**src/rtl/nor_pp_pkg.sv**
```systemverilog
package nor_pp_pkg;
  typedef enum logic [3:0] {
    REG_CMD   = 4'd0,
    REG_OPC   = 4'd1,
    REG_ALO   = 4'd2,
    REG_AMID  = 4'd3,
    REG_AHI   = 4'd4,
    REG_ATOP  = 4'd5,
    REG_BUS   = 4'd6,
    REG_CFG   = 4'd7,
    REG_WDAT  = 4'd8,
    REG_BURST = 4'd9
  } reg_idx_e;

  localparam int START_BIT     = 4;
  localparam int WIDE_ADDR_BIT = 4;
  localparam int BUF_EN_BIT    = 0;
endpackage

```
**src/rtl/nor_pp_regs.sv**
```systemverilog
module nor_pp_regs
  import nor_pp_pkg::*;
(
  input  logic        clk,
  input  logic        rst_n,
  input  logic        bus_sel,
  input  logic        bus_we,
  input  logic [3:0]  bus_addr,
  input  logic [31:0] bus_wdata,
  input  logic        busy,
  output logic [31:0] rdata,
  output logic [7:0]  opcode,
  output logic [31:0] addr_word,
  output logic        wide_addr,
  output logic        buf_ack,
  output logic [7:0]  single_byte,
  output logic        start_req,
  output logic        word_wr,
  output logic        buf_rise
);
  logic            wr_ok;
  logic [7:0]      opc_q, opc_d;
  logic [3:0][7:0] adr_q, adr_d;
  logic            wide_q, wide_d;
  logic            req_q, req_d;
  logic            ack_q, ack_d;
  logic [7:0]      wdat_q, wdat_d;
  reg_idx_e        idx;

  assign idx   = reg_idx_e'(bus_addr);
  assign wr_ok = bus_sel & bus_we & ~busy;

  always_comb begin
    opc_d  = opc_q;
    adr_d  = adr_q;
    wide_d = wide_q;
    req_d  = req_q;
    wdat_d = wdat_q;
    ack_d  = req_q;
    if (wr_ok) begin
      case (idx)
        REG_OPC:  opc_d    = bus_wdata[7:0];
        REG_ALO:  adr_d[0] = bus_wdata[7:0];
        REG_AMID: adr_d[1] = bus_wdata[7:0];
        REG_AHI:  adr_d[2] = bus_wdata[7:0];
        REG_ATOP: adr_d[3] = bus_wdata[7:0];
        REG_BUS:  wide_d   = bus_wdata[WIDE_ADDR_BIT];
        REG_CFG:  req_d    = bus_wdata[BUF_EN_BIT];
        REG_WDAT: wdat_d   = bus_wdata[7:0];
        default: ;
      endcase
    end
  end

  always_ff @(posedge clk or negedge rst_n) begin
    if (!rst_n) begin
      opc_q  <= '0;
      adr_q  <= '0;
      wide_q <= 1'b0;
      req_q  <= 1'b0;
      ack_q  <= 1'b0;
      wdat_q <= '0;
    end else begin
      opc_q  <= opc_d;
      adr_q  <= adr_d;
      wide_q <= wide_d;
      req_q  <= req_d;
      ack_q  <= ack_d;
      wdat_q <= wdat_d;
    end
  end

  assign start_req   = wr_ok && (idx == REG_CMD) && bus_wdata[START_BIT];
  assign word_wr     = wr_ok && (idx == REG_BURST);
  assign buf_rise    = wr_ok && (idx == REG_CFG) && bus_wdata[BUF_EN_BIT] && !req_q;
  assign opcode      = opc_q;
  assign addr_word   = adr_q;
  assign wide_addr   = wide_q;
  assign buf_ack     = ack_q;
  assign single_byte = wdat_q;

  always_comb begin
    rdata = '0;
    case (idx)
      REG_CMD:  rdata = 32'(busy) << START_BIT;
      REG_OPC:  rdata = {24'h0, opc_q};
      REG_ALO:  rdata = {24'h0, adr_q[0]};
      REG_AMID: rdata = {24'h0, adr_q[1]};
      REG_AHI:  rdata = {24'h0, adr_q[2]};
      REG_ATOP: rdata = {24'h0, adr_q[3]};
      REG_BUS:  rdata = 32'(wide_q) << WIDE_ADDR_BIT;
      REG_CFG:  rdata = 32'(ack_q) << BUF_EN_BIT;
      REG_WDAT: rdata = {24'h0, wdat_q};
      default:  rdata = '0;
    endcase
  end

  // acknowledge never rises without a request standing the cycle before
  assert_ack_after_req_R2: assert property (@(posedge clk) disable iff (!rst_n)
    $rose(ack_q) |-> $past(req_q));

  // a held register cannot change while a frame is running
  assert_locked_opcode_R10: assert property (@(posedge clk) disable iff (!rst_n)
    (busy && $past(busy)) |-> $stable(opc_q));
endmodule

```
**src/rtl/nor_pp_wbuf.sv**
```systemverilog
module nor_pp_wbuf #(
  parameter int BUF_BYTES = 128,
  parameter int WORD_W    = 32
) (
  input  logic                         clk,
  input  logic                         rst_n,
  input  logic                         word_wr,
  input  logic [WORD_W-1:0]            word_data,
  input  logic                         clear,
  input  logic [$clog2(BUF_BYTES)-1:0] rd_idx,
  output logic [7:0]                   rd_byte,
  output logic                         full
);
  localparam int LANES  = WORD_W / 8;
  localparam int WORDS  = BUF_BYTES / LANES;
  localparam int IDX_W  = $clog2(BUF_BYTES);
  localparam int BSEL_W = $clog2(LANES);
  localparam int WIDX_W = IDX_W - BSEL_W;
  localparam int PTR_W  = $clog2(WORDS + 1);

  logic [PTR_W-1:0]  fill_q, fill_d;
  logic              accept;
  logic [WORD_W-1:0] mem [WORDS];
  logic [WORD_W-1:0] rd_word;

  assign full   = (fill_q == PTR_W'(WORDS));
  assign accept = word_wr && !full;

  always_comb begin
    fill_d = fill_q;
    if (clear)       fill_d = '0;
    else if (accept) fill_d = fill_q + 1'b1;
  end

  always_ff @(posedge clk or negedge rst_n) begin
    if (!rst_n) fill_q <= '0;
    else        fill_q <= fill_d;
  end

  for (genvar w = 0; w < WORDS; w++) begin : g_word
    logic hit;
    assign hit = accept && (fill_q[WIDX_W-1:0] == WIDX_W'(w));
    always_ff @(posedge clk) begin
      if (hit) mem[w] <= word_data;
    end
  end

  assign rd_word = mem[rd_idx[IDX_W-1:BSEL_W]];
  assign rd_byte = rd_word[{rd_idx[BSEL_W-1:0], 3'b000} +: 8];

  assert_fill_bound_R8: assert property (@(posedge clk) disable iff (!rst_n)
    fill_q <= PTR_W'(WORDS));

  assert_no_overflow_R8: assert property (@(posedge clk) disable iff (!rst_n)
    (full && word_wr && !clear) |=> full);

  assert_clear_empties_R9: assert property (@(posedge clk) disable iff (!rst_n)
    clear |=> (fill_q == '0));
endmodule

```
**src/rtl/nor_pp_shifter.sv**
```systemverilog
module nor_pp_shifter #(
  parameter int CNT_W = 8
) (
  input  logic             clk,
  input  logic             rst_n,
  input  logic             start,
  input  logic [CNT_W-1:0] total_bytes,
  input  logic [7:0]       cur_byte,
  output logic [CNT_W-1:0] byte_idx,
  output logic             busy,
  output logic             done,
  output logic             spi_sck,
  output logic             spi_cs_n,
  output logic             spi_mosi
);
  logic             act_q, act_d;
  logic             ph_q, ph_d;
  logic [2:0]       bit_q, bit_d;
  logic [CNT_W-1:0] byte_q, byte_d;
  logic [CNT_W-1:0] tot_q, tot_d;
  logic             last_bit;

  assign last_bit = (bit_q == 3'd7) && (byte_q == tot_q - 1'b1);
  assign done     = act_q && ph_q && last_bit;

  always_comb begin
    act_d  = act_q;
    ph_d   = ph_q;
    bit_d  = bit_q;
    byte_d = byte_q;
    tot_d  = tot_q;
    if (!act_q) begin
      if (start) begin
        act_d  = 1'b1;
        ph_d   = 1'b0;
        bit_d  = '0;
        byte_d = '0;
        tot_d  = total_bytes;
      end
    end else if (!ph_q) begin
      ph_d = 1'b1;
    end else begin
      ph_d = 1'b0;
      if (last_bit) begin
        act_d = 1'b0;
      end else if (bit_q == 3'd7) begin
        bit_d  = '0;
        byte_d = byte_q + 1'b1;
      end else begin
        bit_d = bit_q + 1'b1;
      end
    end
  end

  always_ff @(posedge clk or negedge rst_n) begin
    if (!rst_n) begin
      act_q  <= 1'b0;
      ph_q   <= 1'b0;
      bit_q  <= '0;
      byte_q <= '0;
      tot_q  <= '0;
    end else begin
      act_q  <= act_d;
      ph_q   <= ph_d;
      bit_q  <= bit_d;
      byte_q <= byte_d;
      tot_q  <= tot_d;
    end
  end

  assign byte_idx = byte_q;
  assign busy     = act_q;
  assign spi_cs_n = ~act_q;
  assign spi_sck  = act_q & ph_q;
  assign spi_mosi = act_q & cur_byte[3'd7 - bit_q];

  assert_byte_in_range_R6: assert property (@(posedge clk) disable iff (!rst_n)
    act_q |-> (byte_q < tot_q));

  assert_sck_alternates_R6: assert property (@(posedge clk) disable iff (!rst_n)
    (act_q && $past(act_q) && $past(spi_sck)) |-> !spi_sck);
endmodule

```
**src/rtl/nor_pp_ctrl.sv**
```systemverilog
module nor_pp_ctrl
  import nor_pp_pkg::*;
#(
  parameter int BUF_BYTES = 128,
  parameter int WORD_W    = 32
) (
  input  logic        clk,
  input  logic        rst_n,
  input  logic        bus_sel,
  input  logic        bus_we,
  input  logic [3:0]  bus_addr,
  input  logic [31:0] bus_wdata,
  output logic [31:0] bus_rdata,
  output logic        spi_sck,
  output logic        spi_cs_n,
  output logic        spi_mosi
);
  localparam int IDX_W = $clog2(BUF_BYTES);
  localparam int CNT_W = $clog2(BUF_BYTES + 6);

  logic [1:0]       rst_sync;
  logic             rst_ni;
  logic [7:0]       opcode, single_byte, rd_byte, cur_byte;
  logic [31:0]      addr_word;
  logic             wide_addr, buf_ack, start_req, word_wr, buf_rise;
  logic             full, busy, done, go;
  logic             burst_q, burst_d;
  logic [2:0]       n_addr;
  logic [CNT_W-1:0] total_bytes, byte_idx, lane_sel, data_off;
  logic [IDX_W-1:0] rd_idx;

  always_ff @(posedge clk or negedge rst_n) begin
    if (!rst_n) rst_sync <= 2'b00;
    else        rst_sync <= {rst_sync[0], 1'b1};
  end
  assign rst_ni = rst_sync[1];

  nor_pp_regs u_regs (
    .clk(clk), .rst_n(rst_ni), .bus_sel(bus_sel), .bus_we(bus_we),
    .bus_addr(bus_addr), .bus_wdata(bus_wdata), .busy(busy), .rdata(bus_rdata),
    .opcode(opcode), .addr_word(addr_word), .wide_addr(wide_addr),
    .buf_ack(buf_ack), .single_byte(single_byte), .start_req(start_req),
    .word_wr(word_wr), .buf_rise(buf_rise)
  );

  nor_pp_wbuf #(.BUF_BYTES(BUF_BYTES), .WORD_W(WORD_W)) u_wbuf (
    .clk(clk), .rst_n(rst_ni), .word_wr(word_wr), .word_data(bus_wdata[WORD_W-1:0]),
    .clear(buf_rise | (done & burst_q)), .rd_idx(rd_idx), .rd_byte(rd_byte), .full(full)
  );

  assign go     = start_req && (!buf_ack || full);
  assign n_addr = wide_addr ? 3'd4 : 3'd3;
  assign total_bytes = CNT_W'(1) + CNT_W'(n_addr)
                     + ((buf_ack && full) ? CNT_W'(BUF_BYTES) : CNT_W'(1));

  always_comb begin
    burst_d = burst_q;
    if (go) burst_d = buf_ack && full;
  end

  always_ff @(posedge clk or negedge rst_n) begin
    if (!rst_n)      burst_q <= 1'b0;
    else if (!rst_ni) burst_q <= 1'b0;
    else             burst_q <= burst_d;
  end

  assign lane_sel = CNT_W'(n_addr) - byte_idx;
  assign data_off = byte_idx - CNT_W'(n_addr) - CNT_W'(1);

  always_comb begin
    cur_byte = single_byte;
    rd_idx   = data_off[IDX_W-1:0];
    if (byte_idx == '0)
      cur_byte = opcode;
    else if (byte_idx <= CNT_W'(n_addr))
      cur_byte = addr_word[{lane_sel[1:0], 3'b000} +: 8];
    else if (burst_q)
      cur_byte = rd_byte;
  end

  nor_pp_shifter #(.CNT_W(CNT_W)) u_shift (
    .clk(clk), .rst_n(rst_ni), .start(go), .total_bytes(total_bytes),
    .cur_byte(cur_byte), .byte_idx(byte_idx), .busy(busy), .done(done),
    .spi_sck(spi_sck), .spi_cs_n(spi_cs_n), .spi_mosi(spi_mosi)
  );

  assert_short_start_ignored_R7: assert property (@(posedge clk) disable iff (!rst_ni)
    (start_req && buf_ack && !full) |=> !busy);

  assert_busy_needs_start_R6: assert property (@(posedge clk) disable iff (!rst_ni)
    $rose(busy) |-> $past(start_req));

  assert_idle_lines_R1: assert property (@(posedge clk) disable iff (!rst_ni)
    spi_cs_n |-> !spi_sck);
endmodule

```
**config.mk**
```make
export PLATFORM = sky130hd
export DESIGN_NAME = nor_pp_ctrl
export DESIGN_NICKNAME = d
export VERILOG_FILES = /design/src/rtl/nor_pp_pkg.sv /design/src/rtl/nor_pp_regs.sv /design/src/rtl/nor_pp_wbuf.sv /design/src/rtl/nor_pp_shifter.sv /design/src/rtl/nor_pp_ctrl.sv
export SDC_FILE = /design/constraint.sdc
export NUM_CORES = 1
export LEC_CHECK = 0
export BUFFER_PORTS_ARGS = -buffer_cell sky130_fd_sc_hd__buf_2
export CORE_ASPECT_RATIO = 2
export CORE_MARGIN = 2
export CORE_UTILIZATION = 40
export CTS_BUF_LIST = sky130_fd_sc_hd__clkbuf_8
export CTS_CLUSTER_SIZE = 30
export DETAILED_ROUTE_END_ITERATION = 10
export MAX_ROUTING_LAYER = met4
export PLACE_DENSITY_LB_ADDON = 0.12
export SLEW_MARGIN = 5
export SYNTH_ARGS = -nofsm -noshare
export SYNTH_HDL_FRONTEND = slang
export SYNTH_SLANG_ARGS = --single-unit
export TNS_END_PERCENT = 20
```
**constraint.sdc**
```tcl
create_clock -name clk -period 12.35 [get_ports clk]
set_input_delay 1.8525 -clock clk [delete_from_list [all_inputs] [get_ports clk]]
set_output_delay 1.8525 -clock clk [all_outputs]
set_load 0.02 [all_outputs]
```
---- After elaboration in Yosys (flattened, before gate mapping) ----
Memories as Yosys holds them, arrays and structs flattened.
Cells that the tools add are included.
cells by class
  $add $sub $neg .......................... 10
  multiplexer cells ....................... 186
  equality and inequality tests ........... 47
  reductions and logical operators ........ 95
  shifts and indexed selects .............. 2
  bitwise logic cells ..................... 7
  $lt $le $gt $ge ......................... 2
operators by type and width
  operator                                                               number
  32-bit 2-to-1 mux                                                      31
  32-bit OR reduction                                                    31
  5-bit 2-to-1 mux                                                       31
  1-bit 2-to-1 mux                                                       105
  5-bit equality test, second input constant                             16
  8-bit 2-to-1 mux                                                       9
  8-bit case mux with 9 select lines                                     1
  32-bit by 6-bit indexed part select with 8-bit output                  2
  1-bit logical AND                                                      44
  5-bit by 4-bit equality test with 1-bit output, second input constant  8
  5-bit by 3-bit equality test with 1-bit output, second input constant  4
  3-bit 2-to-1 mux                                                       6
  2-bit AND reduction                                                    9
  4-bit by 3-bit equality test with 1-bit output, second input constant  4
  6-bit 2-to-1 mux                                                       2
  5-bit by 2-bit equality test with 1-bit output, second input constant  2
  4-bit by 8-bit adder with 8-bit output                                 1
  8-bit by 1-bit adder with 8-bit output, second input constant          1
  4-bit by 2-bit equality test with 1-bit output, second input constant  2
  4-bit equality test, second input constant                             2
  8-bit equality test                                                    1
  8-bit by 3-bit less-or-equal comparator with 1-bit output              1
  8-bit zero test                                                        1
  8-bit by 1-bit subtractor with 8-bit output, second input constant     1
  other kinds (25)                                                       34
word-level totals
  output and inout bits ................... 35
  memories ................................ 1
  input bits .............................. 40
  bits in registers ....................... 81
  RAM bits ................................ 1,024
  logic and storage cells ................. 367
memory list
  memory      depth  width  read ports  clocked after Yosys merged registers in  wr ports  line               text
  u_wbuf.mem  32     32     1           0                                        1         nor_pp_wbuf.sv:23  logic [WORD_W-1:0] mem [WORDS];

---- Depth between registers and ports, before layout ----
  depth after elaboration ................. 39
  depth in mapped cells ................... 18
  gate-level depth less buffers ........... 14

---- Modules after synthesis ----
A second synthesis with hierarchy kept.
second synthesis, totals
  cell total of the unflattened synthesis .. 1,979
  area, all modules ....................... 44,478.9 sq um
modules (own cells, without submodules)
  module          times used  sequential area each (sq um)  area each (sq um)  cells each
  nor_pp_wbuf     1           30,899.6                      39,372.8           1,522
  nor_pp_regs     1           1,276.2                       2,680.1            211
  nor_pp_shifter  1           525.5                         1,455.1            154
  nor_pp_ctrl     1           75.1                          970.9              92

---- Worst setup path before layout ----
No wires, ideal clock.
  path kind ............................... input -> register
  from .................................... in bus_addr[3]
  to ...................................... mem u_wbuf.mem[4][0], enable pin
  data required time ...................... 11.849 ns
  stages .................................. 4
  buffers on the path ..................... 1
  path slack .............................. 6.106 ns
  arrival time ............................ 5.743 ns
  library setup time ...................... 0.501 ns
  path through ............................ clkbuf_1 > nand2b_1 > or3_1 > nor4_1
between the ends
  elaborated cells on any way between the ends .. 192
  those cells by class .................... eq/ne (1); mux (126); reduce/logical (65)
RTL lines
  what                                                                          line               text
  from (decl)                                                                   nor_pp_ctrl.sv:11  input logic [3:0] bus_addr,
  4-bit equality test *                                                         nor_pp_regs.sv:74  assign word_wr = wr_ok && (idx == REG_BURST);
  1-bit logical AND *                                                           nor_pp_regs.sv:74
  1-bit logical AND *                                                           nor_pp_wbuf.sv:27  assign accept = word_wr && !full;
  1-bit logical AND *                                                           nor_pp_wbuf.sv:42  assign hit = accept && (fill_q[WIDX_W-1:0] == WIDX_W'(w));
  net u_wbuf.g_word[4].hit                                                      nor_pp_wbuf.sv:41  logic hit;
  1-bit 2-to-1 mux *                                                            nor_pp_wbuf.sv:44  if (hit) mem[w] <= word_data;
  1-bit 2-to-1 mux (implied by the code) *                                      nor_pp_wbuf.sv:44
  32-bit OR reduction (no line)                                                 -
  5-bit 2-to-1 mux (no line) or 1-bit 2-to-1 mux (tied branches) (28 in a row)  -
  to (decl)                                                                     nor_pp_wbuf.sv:23
The timed path passes the listed nets; every way through them passes the cells marked *.

---- Worst setup path in the final report ----
  from .................................... reg u_regs.wide_q (netlist: u_regs.wide_addr)
  to ...................................... out spi_mosi
between the ends
  word-level cells in the longest chain between the ends .. 11
  elaborated cells on any way between the ends .. 14
  those cells by class .................... add/sub (3); order compare (1); shift (2); mux (6); bitwise (1); memory (1)
ends and longest elaborated chain
  what                                                   line                  text
  from (decl)                                            nor_pp_regs.sv:24     logic wide_q, wide_d;
  from (signal assigned)                                 nor_pp_regs.sv:66     wide_q <= wide_d;
  3-bit 2-to-1 mux *                                     nor_pp_ctrl.sv:52     assign n_addr = wide_addr ? 3'd4 : 3'd3;
  7-bit by 3-bit subtractor with 7-bit output            nor_pp_ctrl.sv:68     assign data_off = byte_idx - CNT_W'(n_addr) - CNT_W'(1);
  7-bit by 1-bit subtractor with 7-bit output            nor_pp_ctrl.sv:68
  memory read 32 x 32 bit                                -
  32-bit by 6-bit indexed part select with 8-bit output  nor_pp_wbuf.sv:49     assign rd_byte = rd_word[{rd_idx[BSEL_W-1:0], 3'b000} +: 8];
  8-bit 2-to-1 mux                                       nor_pp_ctrl.sv:77     else if (burst_q)
  8-bit 2-to-1 mux *                                     nor_pp_ctrl.sv:75     else if (byte_idx <= CNT_W'(n_addr))
  8-bit 2-to-1 mux *                                     nor_pp_ctrl.sv:73     if (byte_idx == '0)
  1-bit binary-select mux with 3-bit select *            nor_pp_shifter.sv:75  assign spi_mosi = act_q & cur_byte[3'd7 - bit_q];
  1-bit 2-to-1 mux (implied by the code) *               nor_pp_shifter.sv:75
  1-bit AND *                                            nor_pp_shifter.sv:75
  to (decl)                                              nor_pp_ctrl.sv:16     output logic spi_mosi
Every way passes the cells marked *; elsewhere a longest branch is shown, timed or not. The select of a mux whose other input is x is not followed.

==> out/metrics.cfg <==
[clocking]
cts.sinks = 1101
clk_latency_ns = 0.87
htree_levels = 4
cts_tree = built
cts_hold_buf = 0
cts-root-buf = clkbuf_8
cts_buffers = 153
cts-resized-gates = 0
clk_path_buf_depth = 3
clkTransAtPathRegs_ns = 0.07
post_cts.repair.setup_buffers = 0

[placement]
port_buffers = 50
dpl-instance-area_um2 = 46740
pre_cts_ws_ns = 4.593
dp_cells = 4444
gp_congestion = 0.8318
place_hpwl_um = 80300

[layout]
area_growth_pct = 11.16
drive_gt1_share_pct = 14.31
nNetsFinal = 3172
final_core_util_pct = 44.73
layout_common_cells = edfxtp_1 (1024), nand2_1 (576), mux2i_1 (164), clkbuf_8 (163), nand3_1 (161)
final_cells = 4727
final_area_um2 = 49580
final_common_cell = edfxtp_1
fill_cells = 10027

[global_routing]
grt_pass1_vias = 28187
grt-ovfl-total = 0
grt_max_degree = 151
antenna_found_initial = 11
track_usage_pct = 27.14
grt_pass1_wl_um = 210600

[timing]
rsz0062_at_grt = no
skew_ns = 0.03650
fin_ws_ns = 3.615
worst_slew_pin_slew_ns = 1.426
finalCritPeriodShare_pct = 70.73
relSlewSlack_pct = 4.144
finalSetupViolations = 0
hold_violations = 0
drv_slew = 0
fin_crit_ns = 8.735
fin_tns_setup_ns = 0
fmax_mhz = 114.5

[hold_path]
min-delay-path-class = reg2reg
worstHoldStart = rst_sync[0]

[die]
fp.dieArea_um2 = 114300
pin_count = 75
die_w_um = 240.1
die_h_um = 476.2
core_area_um2 = 110800
rows = 173
initial_core_util_pct = 40.24

[critical_path]
required_ns = 10.50
critPathKind = reg2out
cp.arrival_ns = 6.88
slowest_delay_ns = 0.78
path_cells = ha_1, inv_1, fa_1, nand2b_1, nand2_1, a21oi_4, buf_4, buf_4, a32oi_1, and3_1, a311oi_1, a311oi_1, o21ai_0, a221oi_1, o221a_1, buf_2
regToRegSetupSlack_ns = 7.89
r2r_start = u_shift.busy
start_kind = flip-flop
crit_path_end_kind = output port
crit_fanout = 42
worstPathBufferInverterCount = 4
critPathTopFamily = compound AO/OA/AOI/OAI gates
crit_slowest_cell = o21ai_0
critPathLaunch = u_regs.wide_addr

[outcome]
status = finished, final reports clean

[yosys]
seq_area_frac_synth_pct = 73.27
ys_ff_latch = 1101
avgSynthCellArea_um2 = 14.80
synth.area.top_cells = edfxtp_1 (69%), nand2_1 (4.8%), dfrtp_1 (4.3%)
syn-instance-count = 3014
yosysWarnings = 0
synth_top_area_cell = edfxtp_1
synth_cell_types = 77
synth.cell_area_um2 = 44600
synth_edf_count = 1024
synthArstFlopShare_pct = 6.994
synth_ff_type = edfxtp_1
yosysTopAreaCellShare_pct = 68.95

[power]
power.internal_w = 0.005801
power_density_nw_per_um2 = 163.7
ir_drop_mv = 0.1224
p_leak_nw = 17.43
p_comb_share_pct = 15.3
switching_share_pct = 28.53
p_sw_w = 0.002316
pwr-share-clk_pct = 33.2
p_seq_share_pct = 51.5

[drt]
vias = 27839
finalWirelength_um = 149900
via_per_inst = 5.889
drc = 0
drtAntennaViolNets = 0
drtIter0Drc = 2805
dr.pass1.iters = 6
wl_per_cell_um = 31.72

[job]
cap_violations = 0

[layer usage]
layer  wire length, um  up-vias  GRT usage (%)
li1                  -    11751              -
met4              7481        0          12.72
met5                 0        -              -
met2             79950     1183          47.22
met1             53430    14535          30.35
met3              9060      370          4.192
[registers in the layout, summed over array words and instances (netlist names)]
name	count
u_regs.ack_d	1
burst_q	1
u_shift.tot_q	4
u_shift.ph_q	1
u_regs.addr_word	32
u_regs.buf_ack	1
u_shift.bit_q	3
u_shift.byte_idx	8
u_regs.opcode	8
rst_sync	2
u_shift.busy	1
u_wbuf.fill_q	6
u_regs.wide_addr	1
u_regs.single_byte	8
u_wbuf.mem	1024
[layout make-up]
type / count / area, um^2 / share of cell area [%]
Timing Repair Buffer: 122 / 863.3 / 1.741
Clock buffer: 163 / 2243 / 4.525
Tap cell: 1487 / 1861 / 3.753
Multi-Input combinational cell: 1717 / 11270 / 22.73
Clock inverter: 109 / 566.8 / 1.143
Inverter: 17 / 63.81 / 0.1287
Sequential cell: 1101 / 32680 / 65.92
Antenna cell: 11 / 27.53 / 0.05552
[path summary, 6_finish.rpt]
path / endpoint / depth (start not counted)
max: spi_mosi / 16
min: rst_sync[1] / 0
max reg2reg: u_wbuf.mem[11][5] / 5
min reg2reg: rst_sync[1] / 0
max in group asynchronous: u_regs.addr_word[5] / 0
min in group asynchronous: u_shift.ph_q / 0
[power by group through the flow]
| stage | sequential [W] | combinational [W] | clock, W |
|---|---|---|---|
| final | 0.00418 | 0.00124 | 0.00270 |
| after global routing | 0.00418 | 0.00131 | 0.00289 |
| after CTS | 0.00418 | 0.00124 | 0.00275 |
| after detailed placement | 0.00426 | 0.00124 | 0 |
| after global placement | 0.00426 | 0.00123 | 0 |
| after floorplan | 0.00423 | 0.000728 | 0 |
[synthesized netlist by cell type, drive strengths merged (4+ instances only)]
| cell type | n |
|---|---|
| a311oi | 5 |
| nand2b | 15 |
| a31oi | 58 |
| a222oi | 6 |
| a32o | 9 |
| a221oi | 5 |
| a32oi | 73 |
| and3 | 26 |
| o41ai | 5 |
| dfrtp | 77 |
| nand2 | 577 |
| mux2 | 54 |
| nor2b | 8 |
| nor4 | 30 |
| a211oi | 23 |
| o21ai | 46 |
| nand4 | 28 |
| clkbuf | 90 |
| nor3b | 7 |
| a21oi | 76 |
| nor3 | 16 |
| a22oi | 11 |
| o31ai | 6 |
| mux2i | 164 |
| o311ai | 4 |
| ha | 19 |
| a211o | 4 |
| a22o | 8 |
| edfxtp | 1024 |
| nand3 | 162 |
| inv | 17 |
| or3 | 10 |
| buf | 112 |
| a21o | 4 |
| nor2 | 83 |
| xnor2 | 6 |
| o22ai | 37 |
| xor2 | 13 |
| mux4 | 40 |
| a2111oi | 6 |
[logic make-up after synthesis]
logic type / count (synthesis) / synth area share (%)
compound gates: 417 / 6.576
mux: 258 / 7.064
buf+inv: 219 / 2.477
flops: 1101 / 73.27
xor+xnor: 19 / 0.4152
simple gates: 978 / 9.606
fa+ha+maj: 20 / 0.5779
other cells: 2 / 0.01684
[worst reg2reg max path: cells and delay by family (launching register included)]
kind                   cells  cell delay [ns]
buffers and inverters      1             0.68
DFF                        1             0.56
and+or+nand+nor            4             2.84
[stage by stage]
| step | power, W | hold WS [ns] |
|---|---|---|
| 5_1_grt | 0.008380 | 0.3655 |
| 3_5_place_dp | 0.005496 | 0.3347 |
| 4_1_cts | 0.008176 | 0.3669 |
| 3_3_place_gp | 0.005485 | 0.3363 |
| 6_report | 0.008117 | 0.3783 |
| 2_1_floorplan | 0.004958 | 0.3312 |
No activity file was read; power rests on OpenSTA's default activity.
